[src/rtl/route_pkg.sv]
package route_pkg;
    typedef enum logic [1:0] {
        SLOT_OFF   = 2'd0,
        SLOT_PICK  = 2'd1,
        SLOT_MERGE = 2'd2,
        SLOT_SPARE = 2'd3
    } slot_mode_e;

    localparam int FANIN_CAP = 36;
endpackage

[src/rtl/route_cfg_store.sv]
module route_cfg_store #(
    parameter int NSLOT = 24,
    parameter int SLOTW = 5,
    parameter int SRCW  = 5,
    parameter int MASKW = 16
) (
    input  logic                             clk,
    input  logic                             rst_n,
    input  logic                             we,
    input  logic [SLOTW-1:0]                 addr,
    input  logic [1:0]                       mode,
    input  logic [SRCW-1:0]                  src,
    input  logic [MASKW-1:0]                 mask,
    output logic [NSLOT-1:0][1:0]            mode_q,
    output logic [NSLOT-1:0][SRCW-1:0]       src_q,
    output logic [NSLOT-1:0][MASKW-1:0]      mask_q
);
    localparam logic [SLOTW:0] NSLOT_W = NSLOT[SLOTW:0];

    logic addr_ok;
    assign addr_ok = ({1'b0, addr} < NSLOT_W);

    // One slot entry per write; out-of-range addresses are dropped
    always_ff @(posedge clk or negedge rst_n) begin
        if (!rst_n) begin
            mode_q <= '0;
            src_q  <= '0;
            mask_q <= '0;
        end else if (we && addr_ok) begin
            mode_q[addr] <= mode;
            src_q[addr]  <= src;
            mask_q[addr] <= mask;
        end
    end
endmodule

[src/rtl/route_slot.sv]
module route_slot
    import route_pkg::*;
#(
    parameter int NSRC  = 24,
    parameter int SRCW  = 5,
    parameter int MASKW = 16
) (
    input  logic [NSRC-1:0]  src_all,
    input  logic [MASKW-1:0] fb_all,
    input  logic [1:0]       mode,
    input  logic [SRCW-1:0]  src,
    input  logic [MASKW-1:0] mask,
    output logic             y
);
    localparam logic [SRCW:0] NSRC_W = NSRC[SRCW:0];

    slot_mode_e sel;
    logic       picked;
    logic       merged;

    assign sel = slot_mode_e'(mode);

    always_comb begin
        picked = 1'b1;
        if ({1'b0, src} < NSRC_W) begin
            picked = src_all[src];
        end
    end

    // Only function-block outputs exist in the merge operand
    assign merged = &(fb_all | ~mask);

    always_comb begin
        unique case (sel)
            SLOT_PICK:  y = picked;
            SLOT_MERGE: y = merged;
            SLOT_OFF:   y = 1'b1;
            SLOT_SPARE: y = 1'b1;
            default:    y = 1'b1;
        endcase
    end
endmodule

[src/rtl/route_matrix.sv]
module route_matrix
    import route_pkg::*;
#(
    parameter int N_IO         = 8,
    parameter int N_FB         = 4,
    parameter int FB_OUTS      = 4,
    parameter int SLOTS_PER_FB = 6,
    localparam int NSLOT       = N_FB * SLOTS_PER_FB,
    localparam int MASKW       = N_FB * FB_OUTS,
    localparam int NSRC        = N_IO + MASKW,
    localparam int SLOTW       = (NSLOT > 1) ? $clog2(NSLOT) : 1,
    localparam int SRCW        = (NSRC > 1) ? $clog2(NSRC) : 1
) (
    input  logic               clk,
    input  logic               rst_n,
    input  logic [N_IO-1:0]    io_in,
    input  logic [MASKW-1:0]   fb_out,
    input  logic               cfg_we,
    input  logic [SLOTW-1:0]   cfg_addr,
    input  logic [1:0]         cfg_mode,
    input  logic [SRCW-1:0]    cfg_src,
    input  logic [MASKW-1:0]   cfg_mask,
    output logic [NSLOT-1:0]   fb_in
);
    // Hard per-function-block fan-in limit
    if (SLOTS_PER_FB < 1 || SLOTS_PER_FB > FANIN_CAP) begin : g_fanin_bad
        $error("route_matrix: SLOTS_PER_FB outside 1..36");
    end

    logic [NSLOT-1:0][1:0]       mode_q;
    logic [NSLOT-1:0][SRCW-1:0]  src_q;
    logic [NSLOT-1:0][MASKW-1:0] mask_q;
    logic [NSRC-1:0]             src_all;

    assign src_all = {fb_out, io_in};

    route_cfg_store #(
        .NSLOT (NSLOT),
        .SLOTW (SLOTW),
        .SRCW  (SRCW),
        .MASKW (MASKW)
    ) u_store (
        .clk    (clk),
        .rst_n  (rst_n),
        .we     (cfg_we),
        .addr   (cfg_addr),
        .mode   (cfg_mode),
        .src    (cfg_src),
        .mask   (cfg_mask),
        .mode_q (mode_q),
        .src_q  (src_q),
        .mask_q (mask_q)
    );

    // Identical structure for every slot: uniform depth on every path
    for (genvar f = 0; f < N_FB; f++) begin : g_fb
        for (genvar s = 0; s < SLOTS_PER_FB; s++) begin : g_slot
            localparam int A = f * SLOTS_PER_FB + s;
            route_slot #(
                .NSRC  (NSRC),
                .SRCW  (SRCW),
                .MASKW (MASKW)
            ) u_slot (
                .src_all (src_all),
                .fb_all  (fb_out),
                .mode    (mode_q[A]),
                .src     (src_q[A]),
                .mask    (mask_q[A]),
                .y       (fb_in[A])
            );
        end
    end
endmodule

[config.mk]
export PLATFORM = sky130hd
export DESIGN_NAME = route_matrix
export DESIGN_NICKNAME = d
export VERILOG_FILES = /design/src/rtl/route_pkg.sv /design/src/rtl/route_cfg_store.sv /design/src/rtl/route_slot.sv /design/src/rtl/route_matrix.sv
export SDC_FILE = /design/constraint.sdc
export NUM_CORES = 1
export LEC_CHECK = 0
export CAP_MARGIN = 10
export CORE_UTILIZATION = 60
export DETAILED_ROUTE_END_ITERATION = 8
export DONT_BUFFER_PORTS = 1
export GPL_TIMING_DRIVEN = 0
export PLACE_DENSITY = 0.76
export SLEW_MARGIN = 20
export SYNTH_ARGS = -nofsm -noshare
export SYNTH_HDL_FRONTEND = slang
export SYNTH_SLANG_ARGS = --single-unit
[constraint.sdc]
create_clock -name clk -period 2.7 [get_ports clk]
set_clock_uncertainty 0.1 [all_clocks]
set_input_delay 0.54 -clock clk [delete_from_list [all_inputs] [get_ports clk]]
set_output_delay 0.54 -clock clk [all_outputs]
set_load 0.1 [all_outputs]
==> results.json <==
{
  "yosysSeqAreaShare": 0.472,
  "htree_num_levels": 2,
  "via_per_inst": 7.33,
  "holdCritPathClass": "input port to asynchronous set/reset pin",
  "synth_top_area_frac": 0.472,
  "synthToLayoutAreaGrowth_pct": 15.9,
  "relSlewSlack": -0.240,
  "worstSkewPairLatency_ps": 630,
  "critPathMaxFanout": 2,
  "grt_pass1_wl_mm": 149,
  "drive_gt1_frac": 0.465,
  "io_pins": 79,
  "layout_common_cells": "579 x mux2_2, 545 x dfrtp_1, 120 x mux4_2",
  "hold_viol_final": 552,
  "worst-path-buf-inv": 1,
  "worstReg2RegEnd": "u_store.src_q[56]",
  "tritoncts": "yes",
  "drv_slew": 261,
  "clock_sinks": 552,
  "synth.distinct_cells": 44,
  "wire_per_inst_um": 34.7,
  "drt_wl_total_mm": 104,
  "endpoint_kind": "output port",
  "cp.arrival_ps": 2760,
  "regToRegSetupSlack_ps": 1570,
  "initial_core_util": 0.610,
  "cts_hold_buf": 23,
  "period_needed_ps": 3400,
  "drt-initial-drc-count": 3330,
  "antenna_found_initial": 6,
  "violations": "hold timing, slew limit, setup timing",
  "rows": 80,
  "antenna_left": 0,
  "crit_path_top_delay_cell": "a2111oi_4",
  "vias": 21933,
  "path_class": "register to output port",
  "syn_area_um2": 29200,
  "min_period_over_period": 1.26,
  "reg2regPathDepth": 2,
  "die_h_um": 223,
  "dp_hpwl_mm": 65.7,
  "die_area_um2": 49600,
  "synth_largest_area_cell": "dfrtp_1",
  "io_buffers": 0,
  "tightest_slew_ps": 1860,
  "overflow": 0,
  "power_per_cell_area_nw_per_um2": 797,
  "ir_worst_vdd_mv": 0.530,
  "cts_buffers": 56,
  "grt_pass1_vias": 21865,
  "drt_pass1_iterations": 6,
  "pre_cts_ws_ps": -1640,
  "gp_congestion": 1.00,
  "syn_inst": 2228,
  "crit_path_cell_trace": "nor2b_1 -> a2111oi_2 -> nand4_1 -> a2111oi_4 -> o31a_1 -> buf_8",
  "holdWs_ps": -492,
  "rsz0062_at_grt": "true",
  "synthTopCellsByArea": "dfrtp_1 47%, mux2_2 23%, mux4_2 9.2%",
  "ys_ff_latch": 552,
  "p_leak_nw": 14.8,
  "critPathLaunchType": "register",
  "synth_ff_type": "dfrtp_1",
  "grt_max_degree": 553,
  "status": "finished with violations",
  "die_width_um": 223,
  "finalSetupViolations": 24,
  "ys_async_sr_fraction": 1.00,
  "post_synth.cell_area_avg_um2": 13.1,
  "grt_usage": 0.418,
  "max-clock-path-buffers": 3,
  "nets": 2432,
  "path_clk_slew_ps": 60,
  "cp_top_family": "compound AO/OA/AOI/OAI gates",
  "synth_warnings": 0,
  "reg2reg_from": "u_store.src_q[56]",
  "synth_nets": 2331,
  "critPathMaxStageDelay_ps": 510,
  "cts_root_buf": "clkbuf_16",
  "mostFrequentLayoutCell": "mux2_2",
  "cp.required_ps": 2060,
  "synth_edf_count": 0,
  "fmax_mhz": 294,
  "post-route-drc-count": 0,
  "power_mw": 27.0,
  "cap_viol_max_count": 0,
  "setup_ws_ps": -696,
  "core_region_area_um2": 47900
}
==> state kept, by name (all words and copies together), names as in the netlist <==
| name | count |
|---|---|
| u_store.mask_q | 384 |
| u_store.mode_q | 48 |
| u_store.src_q | 120 |
==> report_power, final <==
| group | internal [mW] | total [mW] | switching [mW] |
|---|---|---|---|
| registers | 9.72 | 10.9 | 1.15 |
| logic | 3.72 | 7.91 | 4.19 |
| clock network | 4.80 | 8.23 | 3.43 |
| total | 18.2 | 27.0 | 8.77 |
==> worst register-to-register path, stage by stage (launching register included) <==
cell	delay [ps]
dfrtp_1	370
clkbuf_1	210
mux2_2	330
==> worst max path at each step <==
stage / end / slack (ps) / depth (start not counted) / from
after floorplan: fb_in[0] / 70 / 7 / fb_out[11]
final: fb_in[18] / -700 / 6 / u_store.mask_q[288]
after global routing: fb_in[18] / -730 / 6 / u_store.mask_q[288]
after global placement: fb_in[15] / -1670 / 7 / fb_out[8]
after detailed placement: fb_in[18] / -1640 / 7 / fb_out[12]
after CTS: fb_in[21] / -660 / 6 / u_store.mask_q[336]
==> cell type report <==
cell class,instances,area (um^2)
multi-input cells,1311,14600
fillers,3095,14000
flip-flops and latches,552,13800
clock buffers,86,1700
plain buffers,226,1610
well taps,615,769
repair buffers,70,687
inverters,112,450
clock inverters,15,239
diodes,4,10.0
==> kinds of logic (layout without fill, tap and decap cells) <==
kind of cell / after synthesis / count (layout) / share of synthesized area
flops: 552 / 552 / 0.472
other cells: 0 / 4 / 0
simple gates: 206 / 206 / 0.0394
fa+ha+maj: 48 / 48 / 0.0205
mux: 740 / 740 / 0.330
buf+inv: 365 / 509 / 0.0540
compound gates: 317 / 317 / 0.0837
==> repair_timing <==
action,4_1_cts,5_1_grt
setup buffers,31,11
pin swaps,80,45
endpoints found under the hold margin,644,552
cloned,5,0
endpoints found under the setup margin,24,24
resized for setup,318,73
==> layer usage <==
| layer | vias up | share of wire | wire length [um] | global-route usage |
|---|---|---|---|---|
| met5 | - | 0.00034 | 35 | 0 |
| met4 | 6 | 0.081 | 8360 | 0.284 |
| met3 | 473 | 0.13 | 13800 | 0.143 |
| met2 | 1697 | 0.43 | 44500 | 0.604 |
| met1 | 11238 | 0.36 | 37200 | 0.534 |
| li1 | 8519 | - | - | - |
==> metrics by stage <==
step / hold WS (ps) / setup TNS [ps] / instance area, um^2 / utilization / instances
after floorplan: 144 / 0 / 29200 / - / 2228
after global placement: 156 / -33040 / 30000 / 0.626 / 2843
after detailed placement: 159 / -33530 / 30000 / 0.626 / 2843
after CTS: -494 / -10550 / 33600 / 0.700 / 2983
after global routing: -498 / -11910 / 33900 / 0.707 / 2987
final: -492 / -11450 / 33900 / 0.707 / 2991
==> cell usage after synthesis (8+ instances only) <==
library cell and count:
mux2_2 588, dfrtp_1 552, clkbuf_1 140, mux4_2 120, inv_1 104, nor2b_1 73
buf_2 69, a22oi_1 65, ha_1 48, nand2_1 46, o21ai_0 45, a2111oi_0 40
buf_4 32, mux2i_1 27, a311oi_1 25, a21oi_1 24, a222oi_1 24, a22o_1 24
nor2_1 24, and3_1 14, and4_1 14, a41oi_1 13, nand4_1 12, nor4_1 12
o31a_1 11, a221o_1 10, buf_1 10, o2111ai_1 9, o31ai_1 9, o21ai_1 8
Power figures use the tool's default switching activity.
